File: config.mk
export PLATFORM = sky130hd
export DESIGN_NAME = quad_pulse_decoder
export DESIGN_NICKNAME = d
export VERILOG_FILES = /design/src/rtl/qd_pkg.sv /design/src/rtl/qd_tick_gen.sv /design/src/rtl/qd_input_filter.sv /design/src/rtl/qd_step_decode.sv /design/src/rtl/qd_index_gate.sv /design/src/rtl/quad_pulse_decoder.sv
export SDC_FILE = /design/constraint.sdc
export NUM_CORES = 1
export LEC_CHECK = 0
export ABC_CLOCK_PERIOD_IN_PS = 1700
export BUFFER_PORTS_ARGS = -buffer_cell sky130_fd_sc_hd__buf_2
export CAP_MARGIN = 20
export CORE_MARGIN = 4
export CORE_UTILIZATION = 40
export CTS_CLUSTER_DIAMETER = 50
export DETAILED_ROUTE_END_ITERATION = 10
export GPL_TIMING_DRIVEN = 0
export PLACE_DENSITY_LB_ADDON = 0.08
export RECOVER_POWER = 25
export SYNTH_ARGS = -nofsm -noshare
export SYNTH_HDL_FRONTEND = slang
export SYNTH_HIERARCHICAL = 1
export SYNTH_SLANG_ARGS = --single-unit
File: constraint.sdc
create_clock -name clk -period 1.7 [get_ports clk]
set_clock_uncertainty 0.1 [all_clocks]
set_input_delay 0.085 -clock clk [delete_from_list [all_inputs] [get_ports clk]]
set_output_delay 0.085 -clock clk [all_outputs]
set_load 0.02 [all_outputs]
File: src/rtl/qd_pkg.sv
package qd_pkg;
  typedef enum logic [1:0] {
    MODE_PD = 2'd0,
    MODE_X1 = 2'd1,
    MODE_X2 = 2'd2,
    MODE_X4 = 2'd3
  } qd_mode_t;

  localparam int unsigned LANE_A   = 0;
  localparam int unsigned LANE_B   = 1;
  localparam int unsigned LANE_IDX = 2;
  localparam int unsigned NUM_LANES = 3;
endpackage

File: src/rtl/qd_tick_gen.sv
module qd_tick_gen #(
  parameter int unsigned PRESC_W = 8
) (
  input  logic               clk,
  input  logic               rst,
  input  logic [PRESC_W-1:0] presc_val,
  output logic               tick
);
  logic [PRESC_W-1:0] div_cnt;

  always_ff @(posedge clk) begin
    if (rst) begin
      div_cnt <= '0;
      tick    <= 1'b0;
    end else if (div_cnt >= presc_val) begin
      div_cnt <= '0;
      tick    <= 1'b1;
    end else begin
      div_cnt <= div_cnt + 1'b1;
      tick    <= 1'b0;
    end
  end


  tick_gap_chk: assert property (@(posedge clk) disable iff (rst)
    (tick && presc_val != '0) |=> !tick);
endmodule

File: src/rtl/qd_input_filter.sv
module qd_input_filter #(
  parameter int unsigned SYNC_STAGES = 2
) (
  input  logic clk,
  input  logic rst,
  input  logic tick,
  input  logic raw_in,
  output logic filt_out
);
  localparam int unsigned SW = (SYNC_STAGES < 2) ? 2 : SYNC_STAGES;

  logic [SW-1:0] sync_sh;
  logic          synced;
  logic          last_sample;

  always_ff @(posedge clk) begin
    if (rst) sync_sh <= '0;
    else     sync_sh <= {sync_sh[SW-2:0], raw_in};
  end

  assign synced = sync_sh[SW-1];

  always_ff @(posedge clk) begin
    if (rst) begin
      last_sample <= 1'b0;
      filt_out    <= 1'b0;
    end else if (tick) begin
      last_sample <= synced;
      if (synced == last_sample) filt_out <= synced;
    end
  end


  filt_hold_chk: assert property (@(posedge clk) disable iff (rst)
    !tick |=> $stable(filt_out));
endmodule

File: src/rtl/qd_step_decode.sv
module qd_step_decode
  import qd_pkg::*;
(
  input  logic     clk,
  input  logic     rst,
  input  qd_mode_t mode,
  input  logic     en,
  input  logic     err_clr,
  input  logic     fa,
  input  logic     fb,
  output logic     up_stb,
  output logic     dn_stb,
  output logic     dir_up,
  output logic     noise_err
);
  logic pa, pb;
  logic chg_a, chg_b, only_a, only_b, clash;
  logic step_fwd, step_ok, noise_set;

  assign chg_a  = fa ^ pa;
  assign chg_b  = fb ^ pb;
  assign only_a = chg_a & ~chg_b;
  assign only_b = chg_b & ~chg_a;
  assign clash  = chg_a & chg_b;

  // phase order: after a lone A change, A differing from B means A led
  assign step_fwd = only_a ? (fa ^ fb) : ~(fa ^ fb);

  always_comb begin
    unique case (mode)
      MODE_X1: step_ok = only_a & ~fb;
      MODE_X2: step_ok = only_a;
      MODE_X4: step_ok = only_a | only_b;
      default: step_ok = 1'b0;
    endcase
  end

  assign noise_set = en & clash & (mode != MODE_PD);

  always_ff @(posedge clk) begin
    if (rst) begin
      pa        <= 1'b0;
      pb        <= 1'b0;
      up_stb    <= 1'b0;
      dn_stb    <= 1'b0;
      dir_up    <= 1'b1;
      noise_err <= 1'b0;
    end else begin
      pa        <= fa;
      pb        <= fb;
      noise_err <= (noise_err & ~err_clr) | noise_set;
      if (mode == MODE_PD) begin
        dir_up <= fb;
        up_stb <= en & chg_a & fa & fb;
        dn_stb <= en & chg_a & fa & ~fb;
      end else begin
        if (en && (only_a || only_b)) dir_up <= step_fwd;
        up_stb <= en & step_ok & step_fwd;
        dn_stb <= en & step_ok & ~step_fwd;
      end
    end
  end


  noise_sticky_chk: assert property (@(posedge clk) disable iff (rst)
    (noise_err && !err_clr) |=> noise_err);

  pd_no_noise_chk: assert property (@(posedge clk) disable iff (rst)
    (mode == MODE_PD && !noise_err) |=> !noise_err);

  dis_quiet_chk: assert property (@(posedge clk) disable iff (rst)
    !en |=> (!up_stb && !dn_stb));

  x1_b_high_chk: assert property (@(posedge clk) disable iff (rst)
    (mode == MODE_X1 && fb) |=> (!up_stb && !dn_stb));
endmodule

File: src/rtl/qd_index_gate.sv
module qd_index_gate
  import qd_pkg::*;
(
  input  logic     clk,
  input  logic     rst,
  input  qd_mode_t mode,
  input  logic     en,
  input  logic     pol,
  input  logic     sync_req,
  input  logic     fa,
  input  logic     fb,
  input  logic     fi,
  output logic     idx_stb
);
  logic pi;
  logic now_act, was_act, gate_ok;

  // compare both samples against the current polarity
  assign now_act = (fi == pol);
  assign was_act = (pi == pol);
  assign gate_ok = ~sync_req | (mode == MODE_PD) | (fa & fb);

  always_ff @(posedge clk) begin
    if (rst) begin
      pi      <= 1'b0;
      idx_stb <= 1'b0;
    end else begin
      pi      <= fi;
      idx_stb <= en & now_act & ~was_act & gate_ok;
    end
  end


  sync_gate_chk: assert property (@(posedge clk) disable iff (rst)
    (sync_req && mode != MODE_PD && !(fa && fb)) |=> !idx_stb);

  idx_quiet_chk: assert property (@(posedge clk) disable iff (rst)
    !en |=> !idx_stb);
endmodule

File: src/rtl/quad_pulse_decoder.sv
module quad_pulse_decoder
  import qd_pkg::*;
#(
  parameter int unsigned PRESC_W     = 8,
  parameter int unsigned SYNC_STAGES = 2
) (
  input  logic               clk,
  input  logic               rst,
  input  logic [1:0]         mode_sel,
  input  logic [PRESC_W-1:0] presc_val,
  input  logic               count_en,
  input  logic               idx_pol,
  input  logic               idx_sync,
  input  logic               err_clr,
  input  logic               in_a,
  input  logic               in_b,
  input  logic               in_idx,
  output logic               up_stb,
  output logic               dn_stb,
  output logic               dir_up,
  output logic               idx_stb,
  output logic               noise_err
);
  logic                 tick;
  logic [NUM_LANES-1:0] raw_lanes;
  logic [NUM_LANES-1:0] filt_lanes;
  qd_mode_t             mode;

  assign mode = qd_mode_t'(mode_sel);

  assign raw_lanes[LANE_A]   = in_a;
  assign raw_lanes[LANE_B]   = in_b;
  assign raw_lanes[LANE_IDX] = in_idx;

  qd_tick_gen #(.PRESC_W(PRESC_W)) u_tick (
    .clk       (clk),
    .rst       (rst),
    .presc_val (presc_val),
    .tick      (tick)
  );

  for (genvar g = 0; g < NUM_LANES; g++) begin : g_lane
    qd_input_filter #(.SYNC_STAGES(SYNC_STAGES)) u_filt (
      .clk      (clk),
      .rst      (rst),
      .tick     (tick),
      .raw_in   (raw_lanes[g]),
      .filt_out (filt_lanes[g])
    );
  end

  qd_step_decode u_step (
    .clk       (clk),
    .rst       (rst),
    .mode      (mode),
    .en        (count_en),
    .err_clr   (err_clr),
    .fa        (filt_lanes[LANE_A]),
    .fb        (filt_lanes[LANE_B]),
    .up_stb    (up_stb),
    .dn_stb    (dn_stb),
    .dir_up    (dir_up),
    .noise_err (noise_err)
  );

  qd_index_gate u_idx (
    .clk      (clk),
    .rst      (rst),
    .mode     (mode),
    .en       (count_en),
    .pol      (idx_pol),
    .sync_req (idx_sync),
    .fa       (filt_lanes[LANE_A]),
    .fb       (filt_lanes[LANE_B]),
    .fi       (filt_lanes[LANE_IDX]),
    .idx_stb  (idx_stb)
  );
endmodule

* After elaboration in Yosys (flattened, before gate mapping)
Cells that the tools add are included.
** Storage, ports and cells
- Logic and storage cells :: 78
- Bits in registers :: 29
** Operators by class
- Eq/ne operators :: 8
- Add/sub/neg operators :: 1
- Reduce and logical (&&, ||, !) cells :: 9
- Bitwise operators :: 33
- Muxes and demuxes :: 7
- Magnitude comparators :: 1
** Operators with widths (count)
- AND 1 bit :: 18
- adder 8 x 1 -> 8 bit (second input constant) :: 1
- greater-or-equal comparator 8 bit :: 1
- inverter 1 bit :: 8
- 2-to-1 mux 1 bit :: 6
- AND reduction 2 bit :: 3
- equality test 1 bit :: 5
- equality test 2 bit (second input constant) :: 2
- OR 1 bit :: 4
- nonzero test 2 bit :: 2
- one-hot mux 1 bit (3 select lines) :: 1
- XOR 1 bit :: 3
- equality test 2 x 1 -> 1 bit (second input constant) :: 1
- zero test 2 bit :: 1
- OR reduction 2 bit :: 1
- logical AND 1 bit :: 1
- logical OR 1 bit :: 1

* Logic depth before layout (Yosys ltp)
- Depth in word-level cells :: 8
- Mapped depth :: 6
- Gate-level depth less buffers :: 6

* Hierarchy
The synthesis kept the hierarchy.
** Modules (own cells, without submodules)
- qd_tick_gen :: cells each 59, instances 1, sequential area each 180.2 µm², area an instance 590.6 µm²
- qd_input_filter :: cells each 13, instances 3, sequential area each 80.1 µm², area an instance 151.4 µm²
- qd_step_decode :: cells each 43, instances 1, sequential area each 120.1 µm², area an instance 412.9 µm²
- qd_index_gate :: cells each 9, instances 1, sequential area each 40.0 µm², area an instance 88.8 µm²

* Worst setup path after synthesis
Ideal clock, no wire load.
- Kind :: flip-flop to flip-flop
- Start :: register u_tick.div_cnt[2]
- End :: register u_tick.tick
- Data arrival time :: 1.442 ns
- Data required time :: 1.465 ns
- Path slack :: 0.023 ns
- Period minus slack after synthesis :: 1.677 ns
- Stages on the path, launching flop included :: 6
- Setup time :: 0.135 ns
- Cell sequence :: dfxtp_1 > ha_1 > or4_4 > a21oi_4 > o31ai_4 > nor2b_1
** On the way
- Word-level cells in the longest chain between the ends :: 2
** RTL lines
- start, declared :: line qd_tick_gen.sv:9 : logic [PRESC_W-1:0] div_cnt;
- start signal, assigned :: line qd_tick_gen.sv:19 : div_cnt <= div_cnt + 1'b1;
- greater-or-equal comparator 8 bit :: line qd_tick_gen.sv:15 : end else if (div_cnt >= presc_val) begin
- 2-to-1 mux 1 bit :: line qd_tick_gen.sv:15
- end signal, assigned :: line qd_tick_gen.sv:14 : tick <= 1'b0;
- end signal, assigned :: line qd_tick_gen.sv:17 : tick <= 1'b1;
- end signal, assigned :: line qd_tick_gen.sv:20 : tick <= 1'b0;
- end, declared :: line qd_tick_gen.sv:7 : output logic tick
No other way between the ends.
A chain may end at the register's enable or synchronous reset.

* Final worst setup path
- Start :: register u_tick.div_cnt[1]
- End :: register u_tick.div_cnt[0]
** On the way
- Word-level cells in the longest chain between the ends :: 2
** RTL lines (line)
- greater-or-equal comparator 8 bit :: qd_tick_gen.sv:15
- OR reduction 2 bit (no source line)
No other way between the ends.

==> flow_metrics.env <==
export IMPL_path_max_fanout=5
export IMPL_setup_viol=2
export IMPL_violations="setup timing"
export IMPL_vias=1170
export IMPL_first_pass_iters=4
export IMPL_pwr_share_comb_pct=10.7
export IMPL_total_power_mw=1.472
export IMPL_nFillCells=345
export IMPL_syn_instance_count=150
export IMPL_min_period_ns=1.736
export IMPL_dp_slack_ns=-0.07566
export IMPL_min_delay_path_class="in2reg"
export IMPL_drtAntennaViolNets=0
export IMPL_viasPerCell=4.937
export IMPL_outcome="complete, but fails checks"
export IMPL_die_y_um=70.18
export IMPL_critPathTopFamily="simple AND/OR/NAND/NOR gates"
export IMPL_internal_power_mw=1.139
export IMPL_routed_wl_um=2823
export IMPL_netlist_area_um2=1546
export IMPL_crit_chain="ha_4 -> or4_4 -> a21oi_4 -> o31ai_4 -> nor3_1"
export IMPL_yosys_area_top_type="dfxtp_1"
export IMPL_track_usage_pct=11.78
export IMPL_yosys_cell_types_count=45
export IMPL_port_buffers=23
export IMPL_ys_seq_area_share_pct=37.54
export IMPL_yosys_warnings=6
export IMPL_clock_sinks=29
export IMPL_crit_slowest_cell="or4_4"
export IMPL_critical_path_class="reg2reg"
export IMPL_grt_max_degree=25
export IMPL_cts_buffers=5
export IMPL_p_per_area_nw_per_um2=750.1
export IMPL_clkSlewWorstSetupHoldPaths_ns=0.06
export IMPL_final_common_cell="dfxtp_1"
export IMPL_worstSkewPairLatency_ns=0.27
export IMPL_grt_setup_unrepaired="true"
export IMPL_synth_top_area_share_pct=37.54
export IMPL_n_antenna_cell=0
export IMPL_mostFrequentLayoutCells="dfxtp_1, buf_2, inv_1, nor2b_1, a21oi_1"
export IMPL_switching_share_pct=22.60
export IMPL_gp_congestion=0.7380
export IMPL_wl_per_cell_um=11.91
export IMPL_grt_overflow=0
export IMPL_drt_initial_drc_count=34
export IMPL_synth_area_top_cells="dfxtp_1, ha_1, nor2b_1"
export IMPL_die_area_um2=4925
export IMPL_p_seq_share_pct=48.1
export IMPL_max_freq_ghz=0.5762
export IMPL_rrSetupSlack_ns=-0.04
export IMPL_power_leakage_nw=0.7964
export IMPL_cts_tree="built"
export IMPL_dp_cells=221
export IMPL_area_growth_syn_to_layout_pct=26.86
export IMPL_cp_num_buf_inv=0
export IMPL_io_pins=24
export IMPL_power_switching_mw=0.3326
export IMPL_drive_above_1_share_pct=37.57
export IMPL_slowest_delay_ns=0.54
export IMPL_grt_pass1_vias=1094
export IMPL_grt_pass1_wl_um=4657
export IMPL_start_kind="flop"
export IMPL_cts_buffer_depth=2
export IMPL_drv_slew=0
export IMPL_fin_ws_ns=-0.03556
export IMPL_antenna_found_initial=0
export IMPL_avgSynthCellArea_um2=10.31
export IMPL_fin_nets=216
export IMPL_cts_root_buffer="clkbuf_8"
export IMPL_ys_ff_latch=29
export IMPL_synthesis_nets=178
export IMPL_irDropWorstVdd_uv=428.6
export IMPL_max_cap_violations=0
export IMPL_hold_violations=0
export IMPL_clkPwrFrac_pct=41.2
export IMPL_start_util_pct=41.93
export IMPL_final_cells=237
export IMPL_num_rows=22
export IMPL_tightest_slew_ns=0.5383
export IMPL_finalCritPeriodShare_pct=102.1
export IMPL_core_area_um2=3689
export IMPL_final_core_util_pct=53.19
export IMPL_hold_slack_ns=0.09245
export IMPL_chipWidth_um=70.18
export IMPL_max_slew_margin_pct=64.12
export IMPL_arrival_ns=1.82
export IMPL_drc_errors=0
export IMPL_worstSetupEndpointType="flop"
export IMPL_worstPathRequired_ns=1.79
export IMPL_h_tree_depth=2
export IMPL_hpwl_um=1956
## layout make-up
type                    count  area, um^2  share of cell area, %
inverters                  12       45.04                  2.296
well taps                  48       60.06                  3.061
repair buffers             30       180.2                  9.184
clock inverters             1       5.005                 0.2551
flip-flops and latches     29       588.1                  29.97
multi-input cells         105       952.2                  48.53
clock buffers               7       96.34                  4.911
plain buffers               5       35.03                  1.786
## per-layer routing
layer | up-vias | part of all wire (%) | GRT usage (%)
met4 | 0 | 2.5 | 6.170
met1 | 528 | 44 | 13.53
met2 | 34 | 47 | 18.89
met5 | - | 0 | 0
li1 | 598 | - | -
met3 | 10 | 6.0 | 4.460
## Yosys cell counts, drive strengths merged
master	number
dfxtp	29
nor2b	13
a21oi	12
inv	12
ha	9
nor3	7
nor2	6
xor2	6
mux2i	5
nand2b	5
nand3	5
xnor2	5
and3	4
buf	4
o21ai	3
o32ai	3
a211o	2
nor4b	2
o21a	2
a211oi	1
a21o	1
a22o	1
a22oi	1
and3b	1
and4bb	1
clkbuf	1
mux2	1
nand2	1
nand3b	1
nand4b	1
nor3b	1
o211ai	1
o31ai	1
or3	1
or4	1
## worst paths after layout
path	cells after the start	to	startpoint
worst max-delay path	5	u_tick/div_cnt[0]$_SDFF_PP0_	u_tick/div_cnt[1]$_SDFF_PP0_
worst min-delay path	4	u_idx/idx_stb$_SDFF_PP0_	idx_pol
worst max register to register	5	u_tick/div_cnt[0]$_SDFF_PP0_	u_tick/div_cnt[1]$_SDFF_PP0_
worst min register to register	1	u_tick/div_cnt[0]$_SDFF_PP0_	u_tick/div_cnt[0]$_SDFF_PP0_
## cells by family after synthesis
logic type	synth area share [%]
compound gates	14.97
xor+xnor	7.201
fa+ha+maj	7.282
buf+inv	5.177
flops	37.54
mux	3.964
simple gates	23.87
## power by group through the flow
stage	sequential [mW]	clock [mW]	combinational [mW]
final	0.708	0.606	0.158
after global routing	0.710	0.652	0.177
after CTS	0.709	0.627	0.151
after detailed placement	0.723	0	0.128
after global placement	0.722	0	0.123
after floorplan	0.723	0	0.0789
## registers in the layout (all words and copies together), names as in the netlist
| name | count |
|---|---|
| u_tick/div_cnt | 8 |
| g_lane.u_filt/sync_sh | 6 |
| g_lane.u_filt/filt_out | 3 |
| g_lane.u_filt/last_sample | 3 |
| u_idx/idx_stb | 1 |
| u_idx/pi | 1 |
| u_step/dir_up | 1 |
| u_step/dn_stb | 1 |
| u_step/noise_err | 1 |
| u_step/pa | 1 |
| u_step/pb | 1 |
| u_step/up_stb | 1 |
| u_tick/tick | 1 |
## timing repair
action / in CTS / in global routing
gates resized for setup: 7 / 8
pin swaps: 2 / 7
buffers inserted: 1 / 1
setup endpoints to repair: 9 / 9
hold buffers: 5 / 0
endpoints found under the hold margin: 5 / 0
cloned: 1 / 0
## per-stage QoR
| stage | TNS [ns] | cell area, um^2 |
|---|---|---|
| after detailed placement | -0.3184 | 1722 |
| after global routing | -0.2868 | 1962 |
| final | -0.06697 | 1962 |
| after global placement | -0.2508 | 1722 |
| after CTS | -0.02695 | 1916 |
| after floorplan | 0 | 1546 |
## tightest hold or removal path, stage by stage
cell and delay (ns):
buf_2 0.08, nor2_1 0.03, a21oi_1 0.16, nor4b_2 0.06
Power figures use the tool's default switching activity.
